--- config.mk ---
export PLATFORM = sky130hd
export DESIGN_NAME = psu_status_indicator
export DESIGN_NICKNAME = d
export VERILOG_FILES = /design/src/rtl/psu_led_pkg.sv /design/src/rtl/psu_led_blink_gen.sv /design/src/rtl/psu_led_cond_resolver.sv /design/src/rtl/psu_led_out_reg.sv /design/src/rtl/psu_status_indicator.sv
export SDC_FILE = /design/constraint.sdc
export NUM_CORES = 1
export LEC_CHECK = 0
export BUFFER_PORTS_ARGS = -buffer_cell sky130_fd_sc_hd__buf_2
export CAP_MARGIN = 20
export CORE_ASPECT_RATIO = 1.75
export CORE_MARGIN = 2
export CORE_UTILIZATION = 55
export DETAILED_ROUTE_END_ITERATION = 6
export PLACE_DENSITY = 0.83
export SLEW_MARGIN = 20
export SYNTH_ARGS = -nofsm -noshare
export SYNTH_HDL_FRONTEND = slang
export SYNTH_SLANG_ARGS = --single-unit
--- constraint.sdc ---
create_clock -name clk -period 3.3 [get_ports clk]
set_clock_uncertainty 0.2 [all_clocks]
set_input_delay 0.165 -clock clk [delete_from_list [all_inputs] [get_ports clk]]
set_output_delay 0.165 -clock clk [all_outputs]
set_load 0.005 [all_outputs]
--- src/rtl/psu_led_pkg.sv ---
package psu_led_pkg;

  typedef enum logic [2:0] {
    COND_DARK = 3'd0,
    COND_STBY = 3'd1,
    COND_OK   = 3'd2,
    COND_WARN = 3'd3,
    COND_FAIL = 3'd4
  } cond_e;

  typedef enum logic [1:0] {
    LAMP_OFF   = 2'd0,
    LAMP_ON    = 2'd1,
    LAMP_BLINK = 2'd2
  } lamp_e;

  localparam int NUM_LAMPS = 2;
  localparam int LAMP_GREEN = 0;
  localparam int LAMP_AMBER = 1;

  // Priority: fail, warn, no input power, standby only, fully on.
  function automatic cond_e resolve_cond(input logic ac, input logic sb,
                                         input logic mo, input logic fl,
                                         input logic wn);
    cond_e c;
    if (fl)             c = COND_FAIL;
    else if (wn)        c = COND_WARN;
    else if (!ac)       c = COND_DARK;
    else if (!sb)       c = COND_DARK;
    else if (!mo)       c = COND_STBY;
    else                c = COND_OK;
    return c;
  endfunction

  function automatic lamp_e green_mode(input cond_e c);
    case (c)
      COND_STBY: return LAMP_BLINK;
      COND_OK:   return LAMP_ON;
      default:   return LAMP_OFF;
    endcase
  endfunction

  function automatic lamp_e amber_mode(input cond_e c);
    case (c)
      COND_FAIL: return LAMP_ON;
      COND_WARN: return LAMP_BLINK;
      default:   return LAMP_OFF;
    endcase
  endfunction

  function automatic logic lamp_level(input lamp_e m, input logic phase);
    case (m)
      LAMP_ON:    return 1'b1;
      LAMP_BLINK: return phase;
      default:    return 1'b0;
    endcase
  endfunction

  function automatic logic alert_level_n(input logic fl, input logic wn);
    return ~(fl | wn);
  endfunction

endpackage

--- src/rtl/psu_led_blink_gen.sv ---
module psu_led_blink_gen #(
  parameter int HALF_CYCLES = 50_000_000
) (
  input  logic clk,
  input  logic rst_n,
  output logic blink_phase,
  output logic phase_flip
);
  localparam int CNT_W = (HALF_CYCLES > 1) ? $clog2(HALF_CYCLES) : 1;
  localparam logic [CNT_W-1:0] LAST = CNT_W'(HALF_CYCLES - 1);

  logic [CNT_W-1:0] cnt_q;

  assign phase_flip = (cnt_q == LAST);

  always_ff @(posedge clk) begin
    if (!rst_n) begin
      cnt_q       <= '0;
      blink_phase <= 1'b0;
    end else if (phase_flip) begin
      cnt_q       <= '0;
      blink_phase <= ~blink_phase;
    end else begin
      cnt_q       <= cnt_q + 1'b1;
    end
  end
endmodule

--- src/rtl/psu_led_cond_resolver.sv ---
module psu_led_cond_resolver
  import psu_led_pkg::*;
(
  input  logic  ac_present,
  input  logic  standby_on,
  input  logic  main_ok,
  input  logic  fault_shutdown,
  input  logic  warn_event,
  output cond_e cond,
  output lamp_e modes [NUM_LAMPS]
);
  always_comb begin
    cond = resolve_cond(ac_present, standby_on, main_ok,
                        fault_shutdown, warn_event);
    modes[LAMP_GREEN] = green_mode(cond);
    modes[LAMP_AMBER] = amber_mode(cond);
  end
endmodule

--- src/rtl/psu_led_out_reg.sv ---
module psu_led_out_reg
  import psu_led_pkg::*;
(
  input  logic  clk,
  input  logic  rst_n,
  input  lamp_e modes [NUM_LAMPS],
  input  logic  blink_phase,
  input  logic  alert_req_n,
  output logic  lamps [NUM_LAMPS],
  output logic  alert_n
);
  for (genvar i = 0; i < NUM_LAMPS; i++) begin : g_lamp
    always_ff @(posedge clk) begin
      if (!rst_n) lamps[i] <= 1'b0;
      else        lamps[i] <= lamp_level(modes[i], blink_phase);
    end
  end

  always_ff @(posedge clk) begin
    if (!rst_n) alert_n <= 1'b1;
    else        alert_n <= alert_req_n;
  end
endmodule

--- src/rtl/psu_status_indicator.sv ---
module psu_status_indicator
  import psu_led_pkg::*;
#(
  parameter int BLINK_PERIOD_CYCLES = 100_000_000
) (
  input  logic clk,
  input  logic rst_n,
  input  logic ac_present,
  input  logic standby_on,
  input  logic main_ok,
  input  logic fault_shutdown,
  input  logic warn_event,
  output logic led_green,
  output logic led_amber,
  output logic alert_n
);
  localparam int HALF_CYCLES = BLINK_PERIOD_CYCLES / 2;

  logic  blink_phase;
  logic  phase_flip;
  cond_e cur_cond;
  lamp_e lamp_modes [NUM_LAMPS];
  logic  lamp_out   [NUM_LAMPS];
  logic  alert_req_n;

  psu_led_blink_gen #(.HALF_CYCLES(HALF_CYCLES)) u_blink (
    .clk         (clk),
    .rst_n       (rst_n),
    .blink_phase (blink_phase),
    .phase_flip  (phase_flip)
  );

  psu_led_cond_resolver u_resolve (
    .ac_present     (ac_present),
    .standby_on     (standby_on),
    .main_ok        (main_ok),
    .fault_shutdown (fault_shutdown),
    .warn_event     (warn_event),
    .cond           (cur_cond),
    .modes          (lamp_modes)
  );

  assign alert_req_n = alert_level_n(fault_shutdown, warn_event);

  psu_led_out_reg u_out (
    .clk         (clk),
    .rst_n       (rst_n),
    .modes       (lamp_modes),
    .blink_phase (blink_phase),
    .alert_req_n (alert_req_n),
    .lamps       (lamp_out),
    .alert_n     (alert_n)
  );

  assign led_green = lamp_out[LAMP_GREEN];
  assign led_amber = lamp_out[LAMP_AMBER];
endmodule

After elaboration in Yosys (flattened, before gate mapping) --
Cells that the tools add are included.
Storage, ports and cells: flip-flop bits (word level) 30, input bits 7, logic and storage cells 29
Operators by class: muxes and demuxes 9, reduce and logical (&&, ||, !) cells 1, bitwise gates (word level) 4, equal/unequal tests 9, add/sub/neg operators 1
Operators by type and width (number):
- 26-bit by 1-bit adder with 26-bit output (second input constant) | 1
- 26-bit equality test (second input constant) | 1
- 3-bit 2-to-1 mux | 4
- 2-bit case mux with 2 select lines | 2
- 3-bit by 2-bit equality test with 1-bit output (second input constant) | 2
- 2-bit by 1-bit equality test with 1-bit output (second input constant) | 2
- 2-bit equality test (second input constant) | 2
- 1-bit case mux with 2 select lines | 2
- 3-bit by 1-bit equality test with 1-bit output (second input constant) | 1
- 3-bit equality test (second input constant) | 1
- 1-bit NOT | 3
- 2-bit 2-to-1 mux | 1
- 2-bit OR reduction | 1
- 1-bit OR | 1

Longest topological paths before layout --
depth after elaboration 9, gate-level depth with buffers 7, depth with buffers taken out 6

Cells and area by module --
A second synthesis with hierarchy kept.
Unflattened totals: cells, all modules 174, area, all modules 1515.2 µm²
By module, submodules not included:
- psu_led_blink_gen | cells an instance 147, area each 1283.7 µm², sequential area each 540.5 µm², instances 1
- psu_led_out_reg | cells an instance 16, area each 166.4 µm², sequential area each 60.1 µm², instances 1
- psu_led_cond_resolver | cells an instance 10, area each 61.3 µm², sequential area each 0.0 µm², instances 1
- psu_status_indicator | cells an instance 1, area each 3.8 µm², sequential area each 0.0 µm², instances 1

Worst setup path after synthesis --
OpenSTA, ideal clock, no wires.
kind register to register, from register u_blink.cnt_q[0], to register u_blink.cnt_q[16], setup slack 1.415 ns, required time 3.030 ns, stages on the path, launching flop included 8, clock period less this slack 1.885 ns, arrival time 1.615 ns, library setup time 0.070 ns, path through dfxtp_1 > ha_1 > and3_1 > buf_2 > nand4_1 > buf_2 > or3_1 > a21oi_1
On the way: word-level cells in the longest chain between the ends 2, elaborated cells on any way between the ends 3
Ends and longest elaborated chain:
- start, declared | RTL line psu_led_blink_gen.sv:12 | logic [CNT_W-1:0] cnt_q;
- start signal, assigned | RTL line psu_led_blink_gen.sv:24 | cnt_q <= cnt_q + 1'b1;
- parallel branches: the longest is 2 deep, another holds 26-bit by 1-bit adder with 26-bit output
Several ways; the timed one is not identified. A chain may end at the register's enable or synchronous reset.

Worst setup path after layout --
from register u_blink.cnt_q[0], to register u_blink.cnt_q[22]
The elaborated chain is that of the path after synthesis.

==> flow_metrics.py <==
metrics = {
    "status": {
        "outcome": "finished, final reports clean",
    },
    "layout": {
        "diodes": 0,
        "fin_util": 0.641,
        "post_layout_net_count": 186,
        "flow.area_growth_from_synthesis_pct": 13.5,
        "final_layout_size_suffix_gt1_frac": 0.136,
        "fillers": 209,
    },
    "global_routing": {
        "largest_net_degree_at_the_start_of_global_routing": 25,
        "initial_antenna_violation_count": 0,
        "globalRoute.totalOverflow": 0,
        "gr-usage-met3": 0.0638,
        "globalRoute.busiestLayer": "met2",
        "grt_pass1_vias": 1218,
        "grt_first_pass_wirelength_mm": 5.11,
        "gr-usage-all-layers": 0.222,
        "grt_util_met1": 0.240,
        "met2_usage": 0.389,
    },
    "placement": {
        "portBuffers": 9,
        "place_hpwl_mm": 2.01,
        "place_worst_setup_slack_ps": 914,
        "place.gp.congestion": 0.821,
    },
    "power_and_ir_drop": {
        "net-switching-power_w": 0.000152,
        "design_power_total_w": 0.000698,
        "cellLeakagePower_nw": 0.557,
        "comb_power_share": 0.037,
        "cell_internal_pwr_w": 0.000546,
        "power_switching_share": 0.217,
        "max-vdd-ir-drop_mv": 0.400,
        "power_share_of_the_sequential_group": 0.532,
        "power.density_nw_per_um2": 442,
        "portion_of_total_power_attributed_to_the_clock_network": 0.431,
    },
    "critical_path": {
        "worst_path_class_setup": "flop to flop",
        "cp-end-kind": "flop",
        "r2r_startpoint": "u_blink.cnt_q[0]",
        "capturing_element_of_the_worst_setup_path": "u_blink.cnt_q[22]",
        "startpoint_type": "flop",
        "cp.arrival_ps": 2380,
        "setup.worst_path.start": "u_blink.cnt_q[0]",
        "data_required_time_at_the_worst_endpoint_ps": 3320,
        "reg2regPathDepth": 5,
        "worstReg2RegEnd": "u_blink.cnt_q[22]",
        "critical_path_peak_fanout": 13,
        "r2r_setup_slack_ps": 930,
    },
    "cts": {
        "htree_levels": 2,
        "hold_buffers": 4,
        "cts.clk_slew.worst_paths_ps": 60,
        "clock_tree_root": "sky130_fd_sc_hd__clkbuf_8",
        "tritoncts": "done",
        "number_of_buffers_created_by_cts": 5,
        "clk_latency_ps": 280,
        "post_cts_resize_count": 0,
        "clock_tree.buffer_depth": 2,
        "clock-sinks": 30,
        "cts_setup_buffers": 0,
    },
    "yosys": {
        "synth_area_leader_cell": "sky130_fd_sc_hd__dfxtp_1",
        "synth_top_cell_area_share": 0.432,
        "synth_warnings": 0,
        "syn_area_um2": 1390,
        "yosysMostFrequentCell": "sky130_fd_sc_hd__dfxtp_1",
        "ys_dominant_reg_cell": "sky130_fd_sc_hd__dfxtp_1",
        "synth.lib_cells_used.distinct": 28,
        "synth-seq-cells": 30,
        "cell_count_after_synthesis": 161,
        "async_reset_ff_frac": 0,
        "synth.area.top_cells": "sky130_fd_sc_hd__dfxtp_1 (43%), sky130_fd_sc_hd__nor2_1 (5.1%), sky130_fd_sc_hd__nand4_1 (4.5%), sky130_fd_sc_hd__xnor2_1 (4.4%), sky130_fd_sc_hd__a21oi_1 (4.3%)",
        "mapped_nets": 171,
        "synthesis.area_per_instance_um2": 8.64,
        "post_synth_edffs": 0,
        "leading_cell_types_by_count_after_synthesis": "sky130_fd_sc_hd__dfxtp_1 (30), sky130_fd_sc_hd__nor2_1 (19), sky130_fd_sc_hd__a21oi_1 (12), sky130_fd_sc_hd__nand4_1 (10), sky130_fd_sc_hd__o21ai_0 (9)",
        "synth_sequential_area_ratio": 0.432,
    },
    "timing": {
        "final_hold_viol_count": 0,
        "final_max_slew_viol_count": 0,
        "fin_ws_ps": 931,
        "fin_hold_ws_ps": 109,
        "max_slew_margin": 0.684,
        "grt_setup_unrepaired": "no",
        "fin_setup_tns_ps": 0,
        "timing.final.crit_period_ps": 2370,
        "final_setup_viols": 0,
        "fin_crit_sh": 0.718,
        "timing_worst_slew_pin_value_ps": 473,
        "clock.fmax_mhz": 422,
    },
    "floorplanning": {
        "core_um2": 2460,
        "io_pins": 10,
        "floorplan.die.height_um": 70.5,
        "dieWidth_um": 42.0,
        "initial_core_util": 0.565,
        "floorplan.die_area_um2": 2960,
        "fp-row-count": 24,
    },
    "routing": {
        "route.detailed.drc": 0,
        "postRouteWirelength_mm": 2.88,
        "via_count": 1228,
        "post_drt_via_cell_ratio": 6.05,
        "drt_pass1_iterations": 4,
        "wl_per_cell_um": 14.2,
        "postRouteAntennaNets": 0,
        "dr.first_iter.drc_count": 42,
    },
    "job": {
        "max_cap_check_violation_count": 0,
    },
    "hold_path": {
        "worst_hold_path.num_cells": 4,
        "worstHoldPathType": "primary input to flop",
    },
}
[layout make-up]
type / count / area (µm²) / area share
multi-input combinational: 118 / 736 / 0.466
tap: 26 / 32.5 / 0.0206
clock inverter: 1 / 5.00 / 0.00317
timing repair buffer: 14 / 92.6 / 0.0586
inverter: 7 / 26.3 / 0.0166
sequential: 30 / 601 / 0.380
clock buffer: 7 / 86.3 / 0.0547
[power by group through the flow]
stage          registers (W)  logic (W)  clock network [W]
2_1_floorplan       0.000379  0.0000120                  0
3_3_place_gp        0.000379  0.0000202                  0
3_5_place_dp        0.000379  0.0000211                  0
4_1_cts             0.000371  0.0000253           0.000305
5_1_grt             0.000372  0.0000285           0.000321
6_report            0.000371  0.0000257           0.000301
[worst min path at each step]
stage | from | slack, ps | endpoint
final | main_ok | 110 | u_out.lamps[1]
after global routing | main_ok | 140 | u_out.lamps[1]
after CTS | main_ok | 110 | u_out.lamps[1]
after detailed placement | fault_shutdown | 210 | u_out.lamps[0]
after global placement | fault_shutdown | 200 | u_out.lamps[0]
after floorplan | rst_n | 70 | u_out.alert_n
[critical path, stage by stage (launching register included)]
cell,delay (ps)
sky130_fd_sc_hd__dfxtp_1,400
sky130_fd_sc_hd__ha_1,230
sky130_fd_sc_hd__and3_1,270
sky130_fd_sc_hd__nand4_1,420
sky130_fd_sc_hd__or4_1,620
sky130_fd_sc_hd__a21oi_1,160
[registers in the layout (all words and copies together), names as in the netlist]
register	flops
u_blink.blink_phase	1
u_blink.cnt_q	26
u_out.lamps	2
u_out.alert_n	1
[routing by layer]
layer,wire length (µm),up-vias
met5,0,-
met3,85,9
met2,1590,18
met4,74,0
li1,-,614
met1,1130,587
[layout by cell type, fill, tap and decap left out, drive strengths merged, types with 2 or more instances in the layout]
| master | count |
|---|---|
| o31ai | 5 |
| nor4b | 2 |
| nor3 | 4 |
| a21oi | 14 |
| ha | 3 |
| or3 | 8 |
| nand3 | 8 |
| dlygate4sd3 | 4 |
| clkbuf | 7 |
| xor2 | 5 |
| nand2 | 7 |
| or4 | 6 |
| nand4 | 12 |
| o21ai | 10 |
| xnor2 | 7 |
| and3 | 3 |
| buf | 10 |
| inv | 7 |
| dfxtp | 30 |
| and4 | 4 |
| nor2 | 19 |
[stage by stage]
step / instances / cell area [µm²]
after CTS: 203 / 1580
after global routing: 203 / 1580
final: 203 / 1580
after detailed placement: 191 / 1450
after global placement: 191 / 1450
after floorplan: 161 / 1390
[cells by family (layout without fill, tap and decap cells)]
logic type / after synthesis / after routing / share of synthesized area
simple gates: 74 / 74 / 0.308
flops: 30 / 30 / 0.432
compound gates: 29 / 29 / 0.119
buf+inv: 13 / 29 / 0.0396
xor+xnor: 12 / 12 / 0.0755
fa+ha+maj: 3 / 3 / 0.0270
(Power assumes the default switching activity.)
